File: src/rtl/dpcm_pkg.sv
package dpcm_pkg;
  localparam int unsigned DEF_SAMPLE_W = 16;
  localparam int unsigned DEF_NIBBLE_W = 4;
endpackage

File: src/rtl/dpcm_residual.sv
module dpcm_residual #(
  parameter int unsigned SAMPLE_W = dpcm_pkg::DEF_SAMPLE_W,
  parameter int unsigned NIBBLE_W = dpcm_pkg::DEF_NIBBLE_W
) (
  input  logic                clk_i,
  input  logic                rst_ni,
  input  logic                sample_valid_i,
  input  logic [SAMPLE_W-1:0] sample_i,
  output logic [SAMPLE_W-1:0] coded_o
);
  logic [SAMPLE_W-1:0] prev_q;
  logic [SAMPLE_W-1:0] resid;

  always_ff @(posedge clk_i or negedge rst_ni) begin
    if (!rst_ni)             prev_q <= '0;
    else if (sample_valid_i) prev_q <= sample_i;
  end

  assign resid = sample_i - prev_q;

  // sign to bit 0; invert upper magnitude bits when negative
  always_comb begin
    if (resid[SAMPLE_W-1])
      coded_o = {~resid[SAMPLE_W-2:NIBBLE_W-1], resid[NIBBLE_W-2:0], 1'b1};
    else
      coded_o = {resid[SAMPLE_W-2:0], 1'b0};
  end

  a_r1_prev_update: assert property (@(posedge clk_i) disable iff (!rst_ni)
    sample_valid_i |=> prev_q == $past(sample_i));
  a_r2_pos_sign: assert property (@(posedge clk_i) disable iff (!rst_ni)
    (sample_valid_i && !resid[SAMPLE_W-1]) |-> !coded_o[0]);
  a_r3_neg_sign: assert property (@(posedge clk_i) disable iff (!rst_ni)
    (sample_valid_i && resid[SAMPLE_W-1]) |-> coded_o[0]);
endmodule

File: src/rtl/dpcm_chunker.sv
module dpcm_chunker #(
  parameter int unsigned SAMPLE_W = dpcm_pkg::DEF_SAMPLE_W,
  parameter int unsigned NIBBLE_W = dpcm_pkg::DEF_NIBBLE_W,
  localparam int unsigned SYM_W   = NIBBLE_W + 1
) (
  input  logic                clk_i,
  input  logic                rst_ni,
  input  logic                load_i,
  input  logic [SAMPLE_W-1:0] word_i,
  output logic [SYM_W-1:0]    sym_o,
  output logic                sym_valid_o
);
  logic [SAMPLE_W-1:0] rem_q;
  logic [SYM_W-1:0]    sym_q;
  logic                vld_q;

  always_ff @(posedge clk_i or negedge rst_ni) begin
    if (!rst_ni) begin
      rem_q <= '0;
      sym_q <= '0;
      vld_q <= 1'b0;
    end else if (load_i) begin
      sym_q <= {1'b1, word_i[NIBBLE_W-1:0]};
      rem_q <= word_i >> NIBBLE_W;
      vld_q <= 1'b1;
    end else if (rem_q != '0) begin
      sym_q <= {1'b0, rem_q[NIBBLE_W-1:0]};
      rem_q <= rem_q >> NIBBLE_W;
      vld_q <= 1'b1;
    end else begin
      vld_q <= 1'b0;
    end
  end

  assign sym_o       = sym_q;
  assign sym_valid_o = vld_q;

  a_r4_start_sym: assert property (@(posedge clk_i) disable iff (!rst_ni)
    load_i |=> vld_q && sym_q[SYM_W-1]);
  a_r5_cont_sym: assert property (@(posedge clk_i) disable iff (!rst_ni)
    (!load_i && rem_q != '0) |=> vld_q && !sym_q[SYM_W-1]);
  a_r6_idle_low: assert property (@(posedge clk_i) disable iff (!rst_ni)
    (!load_i && rem_q == '0) |=> !vld_q);
endmodule

File: src/rtl/dpcm_chunk_enc.sv
module dpcm_chunk_enc #(
  parameter int unsigned SAMPLE_W = dpcm_pkg::DEF_SAMPLE_W,
  parameter int unsigned NIBBLE_W = dpcm_pkg::DEF_NIBBLE_W,
  localparam int unsigned SYM_W   = NIBBLE_W + 1
) (
  input  logic                clk_i,
  input  logic                rst_ni,
  input  logic                sample_valid_i,
  input  logic [SAMPLE_W-1:0] sample_i,
  output logic [SYM_W-1:0]    sym_o,
  output logic                sym_valid_o
);
  logic [SAMPLE_W-1:0] coded;

  dpcm_residual #(.SAMPLE_W(SAMPLE_W), .NIBBLE_W(NIBBLE_W)) u_resid (
    .clk_i          (clk_i),
    .rst_ni         (rst_ni),
    .sample_valid_i (sample_valid_i),
    .sample_i       (sample_i),
    .coded_o        (coded)
  );

  dpcm_chunker #(.SAMPLE_W(SAMPLE_W), .NIBBLE_W(NIBBLE_W)) u_chunk (
    .clk_i       (clk_i),
    .rst_ni      (rst_ni),
    .load_i      (sample_valid_i),
    .word_i      (coded),
    .sym_o       (sym_o),
    .sym_valid_o (sym_valid_o)
  );

  a_r7_reset_quiet: assert property (@(posedge clk_i) disable iff (!rst_ni)
    $rose(rst_ni) |-> !sym_valid_o);
endmodule

File: config.mk
export PLATFORM = sky130hd
export DESIGN_NAME = dpcm_chunk_enc
export DESIGN_NICKNAME = d
export VERILOG_FILES = /design/src/rtl/dpcm_pkg.sv /design/src/rtl/dpcm_residual.sv /design/src/rtl/dpcm_chunker.sv /design/src/rtl/dpcm_chunk_enc.sv
export SDC_FILE = /design/constraint.sdc
export NUM_CORES = 1
export LEC_CHECK = 0
export CORE_ASPECT_RATIO = 0.8
export CORE_UTILIZATION = 35
export DETAILED_ROUTE_END_ITERATION = 16
export SYNTH_ARGS = -nofsm -noshare
export SYNTH_HDL_FRONTEND = slang
export SYNTH_SLANG_ARGS = --single-unit
File: constraint.sdc
create_clock -name clk_i -period 4.65 [get_ports clk_i]
set_input_delay 1.1625 -clock clk_i [delete_from_list [all_inputs] [get_ports clk_i]]
set_output_delay 1.1625 -clock clk_i [all_outputs]
set_load 0.02 [all_outputs]
# After elaboration in Yosys (flattened, before gate mapping)
# Index checks and enable logic that the tools add are counted.
dict set report totals {
  reg_bits 38
  latch_bits 0
  mem_bits_rw 0
  romBits 0
  output_inout_bits 6
  mem_count 0
}
dict set report classes {
  add_sub_neg 1
  multipliers 0
  div 0
  n_lt_le_gt_ge 0
  n_eq_ne 0
  shift 0
  mux 7
  bitwise 1
  reduce_logical 2
}
# op n
set ops {}
lappend ops {{$mux W16} 3}
lappend ops {{$reduce_bool A16 Y1} 1}
lappend ops {{$sub A16 B16 Y16} 1}
lappend ops {{$not A12 Y12} 1}
lappend ops {{$mux W5} 2}
lappend ops {{$mux W1} 2}
lappend ops {{$reduce_bool A2 Y1} 1}

# Longest topological paths before layout
dict set report depth {
  ltp_word 4
  mapped_depth 11
}

# Cells and area by module
# From an unflattened synthesis, not the netlist that was laid out.
dict set report hier_totals {
  hier_cells 237
  hier_area_um2 2344.7
}
# module n_inst cells_each area_per_inst_um2
set by_module_without_submodules {}
lappend by_module_without_submodules {dpcm_residual 1 188 1594.0}
lappend by_module_without_submodules {dpcm_chunker 1 49 750.7}

# Worst setup path before layout
# OpenSTA, ideal clock, no wires.
dict set report synth_timing {
  path_type {input to register}
  start {in sample_i[0]}
  end {reg u_chunk.rem_q[5]}
  setup_ps 125
  t_arrival_ps 3096
  slack_ps 1429
  stages 10
  path_buffers 0
  path_cell_list {inv_1 > ha_1 > inv_1 > fa_1 > a21o_1 > a311o_1 > a221oi_1 > xnor2_1 > xnor2_1 > mux2_2}
}
dict set report synth_via {
  elab_chain_cells 4
}
# element line
set synth_lines {}
lappend synth_lines {{from (decl)} dpcm_chunk_enc.sv:9} ;# input logic [SAMPLE_W-1:0] sample_i,
lappend synth_lines {{$sub A16 B16 Y16 *} dpcm_residual.sv:19} ;# assign resid = sample_i - prev_q;
lappend synth_lines {{$not A12 Y12} dpcm_residual.sv:24} ;# coded_o = {~resid[SAMPLE_W-2:NIBBLE_W-1], resid[NIBBLE_W-2:0], 1'b1};
lappend synth_lines {{$mux W16 *} dpcm_residual.sv:23} ;# if (resid[SAMPLE_W-1])
lappend synth_lines {{$mux W16 *} dpcm_chunker.sv:22} ;# end else if (load_i) begin
lappend synth_lines {{to (signal assigned)} dpcm_chunker.sv:24} ;# rem_q <= word_i >> NIBBLE_W;
lappend synth_lines {{to (signal assigned)} dpcm_chunker.sv:28} ;# rem_q <= rem_q >> NIBBLE_W;
lappend synth_lines {{to (decl)} dpcm_chunker.sv:13} ;# logic [SAMPLE_W-1:0] rem_q;
# Mark *: on every way between the ends. The rest lies on a longest branch, timed or not.
# A chain may end at the register's enable or synchronous reset.

# Worst setup path after layout
dict set report layout_timing {
  start {in sample_i[12]}
  end {reg u_chunk.rem_q[6]}
}
dict set report layout_via {
  elab_chain_cells 3
}
# element line
set layout_lines {}
lappend layout_lines {{$sub A16 B16 Y16} dpcm_residual.sv:19}
lappend layout_lines {{$mux W16} dpcm_residual.sv:23}
lappend layout_lines {{$mux W16} dpcm_chunker.sv:22}
# Every way passes these cells.

==> impl_results.rst <==
.. list-table::
   :header-rows: 1

   * - Metric
     - Value
   * - Vertical die dimension
     - 72.8 microns
   * - Worst slack at placement
     - 0.696 ns
   * - Data arrival time of the worst path
     - 3.82 ns
   * - Run status
     - finished clean
   * - Clock Pin Slew Worst Setup and Hold Paths
     - 0.07 ns
   * - Clock Tree Buf Depth
     - 2
   * - Setup clock skew after layout
     - 0.00231 ns
   * - Share of final-layout standard cells stronger than drive strength 1
     - 12.9%
   * - Area of the core region
     - 5970 sq um
   * - Xor/xnor cell area share of the yosys netlist
     - 13.4%
   * - Synth area leader
     - sky130_fd_sc_hd__dfrtp_1
   * - Number of setup violations in the final report
     - 0
   * - Detailed-route wire length per cell
     - 12.0 microns
   * - Maximum fanout encountered on the critical timing path
     - 13
   * - Post-placement cell area
     - 2490 sq um
   * - Vias/cell
     - 4.60
   * - Vias after detailed routing
     - 1,482
   * - Antenna violations before repair
     - 0
   * - CP Data Required Time
     - 4.82 ns
   * - Site Rows
     - 25
   * - Simple-gate area share of the yosys netlist
     - 11.3%
   * - Diodes inserted
     - 0
   * - Number of buffers inserted by port buffering
     - 24
   * - Number of fill cells in the layout
     - 603
   * - Vias in the first global route
     - 1,441
   * - Cells taking the most area after synthesis
     - sky130_fd_sc_hd__dfrtp_1 (39%), sky130_fd_sc_hd__ha_1 (8.6%), sky130_fd_sc_hd__xnor2_1 (6.0%)
   * - Number of nets in the synthesized netlist
     - 249
   * - Kind of critical path
     - in2reg
   * - Root Buffer Master
     - sky130_fd_sc_hd__clkbuf_8
   * - Number of nets at the end of the flow
     - 275
   * - Cell total after placement
     - 314
   * - Sequential cell area fraction in the yosys report
     - 38.8%
   * - Mux contribution to synthesized area
     - 5.30%
   * - Critical Path Source Type
     - primary input
   * - Most common flop cell mapped by yosys
     - sky130_fd_sc_hd__dfrtp_1
   * - Detailed-router iteration count before antenna repair
     - 4
   * - Horizontal die dimension
     - 90.5 microns
   * - Post-Route Setup TNS
     - 0 ns
   * - Sequence of cells on the critical path
     - clkdlybuf4s50_1 -> ha_1 -> a21oi_2 -> o21ai_2 -> o31ai_1 -> a21oi_2 -> xnor2_4 -> xnor3_1 -> mux2_4
   * - Largest net degree at the start of global routing
     - 52
   * - CTS Sinks
     - 34
   * - Post-route cell area
     - 2590 sq um
   * - Flop and latch count out of synthesis
     - 34
   * - Leakage power
     - 1.16 nW
   * - Count of warnings emitted by yosys
     - 0
   * - Critical path's slowest cell
     - sky130_fd_sc_hd__xnor2_4
   * - FFs w/ async S/R, synth
     - 100%
   * - GRT busiest layer
     - met2
   * - Final hold violation count
     - 0
   * - Post-CTS setup buffer count
     - 0
   * - Ratio of final minimum period to clock period
     - 78.4%
   * - Final WS setup
     - 1.00 ns
   * - Effective utilization at floorplan
     - 36.7%
   * - Share of the synthesized area in compound gates (AO/OA/AOI/OAI)
     - 16.0%
   * - Actual slew at the worst max-slew pin
     - 0.574 ns
   * - Fmax achieved
     - 274 MHz
   * - Number of instances in the synthesized netlist
     - 214
   * - Biggest cell delay along the critical path
     - 0.48 ns
   * - Met2 layer usage reported by global route
     - 18.7%
   * - Element type at the critical path end
     - flip-flop
   * - Synthesis-to-layout area growth
     - 18.0%
   * - Hold-fix buffers, CTS
     - 0
   * - Crit-path most repeated cell
     - sky130_fd_sc_hd__a21oi_2
   * - Summed instance area of the synthesized netlist
     - 2190 sq um
   * - Synthesized-area fraction occupied by adder cells
     - 9.46%
   * - Number of enable flip-flop cells after synthesis
     - 0
   * - Number of gates resized after CTS
     - 0
   * - Count of final max-slew check failures
     - 0
   * - CP top delay family
     - XOR/XNOR gates
   * - HPWL Detailed
     - 2.84 mm
   * - Worst-Skew Late Latency
     - 0.28 ns
   * - Met1 Track Usage GR
     - 18.5%
   * - Buffers plus inverters on the worst setup path
     - 1
   * - Area share of the largest cell type after synthesis
     - 38.8%
   * - Top-level port count
     - 25
   * - Met3 Use GR
     - 3.44%
   * - Initial DRC count
     - 74
   * - Max-cap check violation count
     - 0
   * - Number of library cell types mapped by synthesis
     - 45
   * - CTS tree
     - yes
   * - Post-route minimum period
     - 3.65 ns
   * - GRT Total Usage
     - 12.9%
   * - Num CTS Buffers
     - 5
   * - H-tree lvl count
     - 2
   * - Class of the tightest hold or removal check
     - reg2reg
   * - ANT nets after route
     - 0
   * - Number of cells in the finished layout apart from fillers
     - 322
   * - Wire length of the first global-routing pass
     - 6.65 mm
   * - Detailed-route wire length
     - 3.85 mm
   * - Area of the die
     - 6590 sq um
   * - Relative slew margins
     - 61.8%
   * - Worst-case vdd ir drop
     - 142 uV
   * - Unrepaired setup endpoints after global routing
     - false
   * - Power per Cell Area
     - 406 nW/um^2
   * - Dominant combinational cell family by area after synthesis
     - compound AO/OA/AOI/OAI gates
   * - Routability-driven placement congestion ratio
     - 0.752
   * - DRC viols
     - 0
   * - Residual overflow from global routing
     - 0
   * - Avg Cell Area, Syn
     - 10.3 sq um
[worst register-to-register path, stage by stage (launching register included)]
cell	delay, ns
sky130_fd_sc_hd__dfrtp_1	0.32
sky130_fd_sc_hd__inv_1	0.04
sky130_fd_sc_hd__ha_1	0.34
sky130_fd_sc_hd__a21oi_2	0.21
sky130_fd_sc_hd__o21ai_2	0.08
sky130_fd_sc_hd__o31ai_1	0.28
sky130_fd_sc_hd__a21oi_2	0.10
sky130_fd_sc_hd__xnor2_4	0.48
sky130_fd_sc_hd__xnor3_1	0.43
sky130_fd_sc_hd__mux2_4	0.26
[cell families (layout without fill, tap and decap cells)]
kind of cell | Yosys count | after routing
AO/OA/AOI/OAI | 55 | 55
XOR/XNOR | 23 | 23
adder cells (fa/ha/maj) | 16 | 16
buffers and inverters | 25 | 52
flip-flops | 34 | 34
multiplexers | 10 | 10
AND/OR/NAND/NOR | 51 | 51
[sequential cells by signal (all words and copies together) (netlist names)]
signal               count
u_chunk.rem_q           12
u_chunk.sym_o            5
u_resid.prev_q          16
u_chunk.sym_valid_o      1
[Yosys cell counts (all sizes together), types with 2 or more instances]
master	number
ha	15
nor2	7
mux2	10
nor4	2
nor2b	2
nand2	27
xnor3	4
a21o	4
o21ai	23
clkbuf	4
inv	18
a21oi	16
xor2	2
nor3	2
and2	3
xnor2	17
buf	3
nand2b	3
dfrtp	34
[where the power goes]
part	internal [mW]	switching, mW	total, mW
Clock	0.119	0.111	0.230
Sequential	0.368	0.0395	0.407
Combinational	0.227	0.187	0.415
Total	0.714	0.338	1.05
[placed cells by master, fill, tap and decap left out, types with 2 or more instances in the layout]
cell type | synthesis | final
sky130_fd_sc_hd__nor2b_1 | 2 | 2
sky130_fd_sc_hd__nand2_1 | 27 | 27
sky130_fd_sc_hd__and2_1 | 3 | 3
sky130_fd_sc_hd__a21oi_1 | 13 | 13
sky130_fd_sc_hd__a21o_1 | 4 | 4
sky130_fd_sc_hd__xnor3_1 | 4 | 4
sky130_fd_sc_hd__inv_1 | 18 | 18
sky130_fd_sc_hd__dfrtp_1 | 34 | 34
sky130_fd_sc_hd__mux2_2 | 9 | 9
sky130_fd_sc_hd__nand2b_1 | 2 | 2
sky130_fd_sc_hd__ha_1 | 15 | 15
sky130_fd_sc_hd__a21oi_2 | 3 | 3
sky130_fd_sc_hd__nor2_1 | 6 | 6
sky130_fd_sc_hd__o21ai_2 | 2 | 2
sky130_fd_sc_hd__xnor2_4 | 2 | 2
sky130_fd_sc_hd__clkbuf_8 | 0 | 6
sky130_fd_sc_hd__clkdlybuf4s50_1 | 0 | 24
sky130_fd_sc_hd__xnor2_1 | 15 | 15
sky130_fd_sc_hd__o21ai_0 | 21 | 21
sky130_fd_sc_hd__buf_4 | 0 | 2
sky130_fd_sc_hd__nor3_1 | 2 | 2
sky130_fd_sc_hd__xor2_1 | 2 | 2
[worst paths after layout]
| kind | from | to | slack, ns | cells after the start |
|---|---|---|---|---|
| setup / recovery | sample_i[12] | u_chunk.rem_q[6] | 1.00 | 9 |
| hold / removal | u_chunk.sym_o[3] | u_chunk.sym_o[3] | 0.47 | 2 |
| setup reg to reg | u_resid.prev_q[12] | u_chunk.rem_q[6] | 1.98 | 9 |
| hold reg to reg | u_chunk.sym_o[3] | u_chunk.sym_o[3] | 0.47 | 2 |
| max in group asynchronous | rst_ni | u_resid.prev_q[15] | 3.05 | 2 |
| min in group asynchronous | rst_ni | u_chunk.sym_o[2] | 1.29 | 2 |
[area by class of cell]
| cell class | count | area (sq um) | share of cell area [%] |
|---|---|---|---|
| multi-input cells | 155 | 1220 | 47.1 |
| flip-flops and latches | 34 | 851 | 32.9 |
| repair buffers | 26 | 255 | 9.86 |
| well taps | 81 | 101 | 3.91 |
| clock buffers | 6 | 82.6 | 3.19 |
| inverters | 18 | 67.6 | 2.61 |
| clock inverters | 2 | 12.5 | 0.483 |
[stage by stage]
stage	utilization (%)	hold WS (ns)	power, mW
2_1_floorplan	-	0.467	0.738
3_3_place_gp	41.7	0.452	0.825
3_5_place_dp	41.7	0.459	0.829
4_1_cts	43.3	0.476	1.07
5_1_grt	43.3	0.509	1.13
6_report	43.3	0.466	1.05
[layer usage]
| layer | vias to the layer above | routed length, microns |
|---|---|---|
| li1 | 783 | - |
| met1 | 670 | 2100 |
| met5 | - | 0 |
| met3 | 5 | 143 |
| met4 | 0 | 48 |
| met2 | 24 | 1560 |
Power figures use the tool's default switching activity.
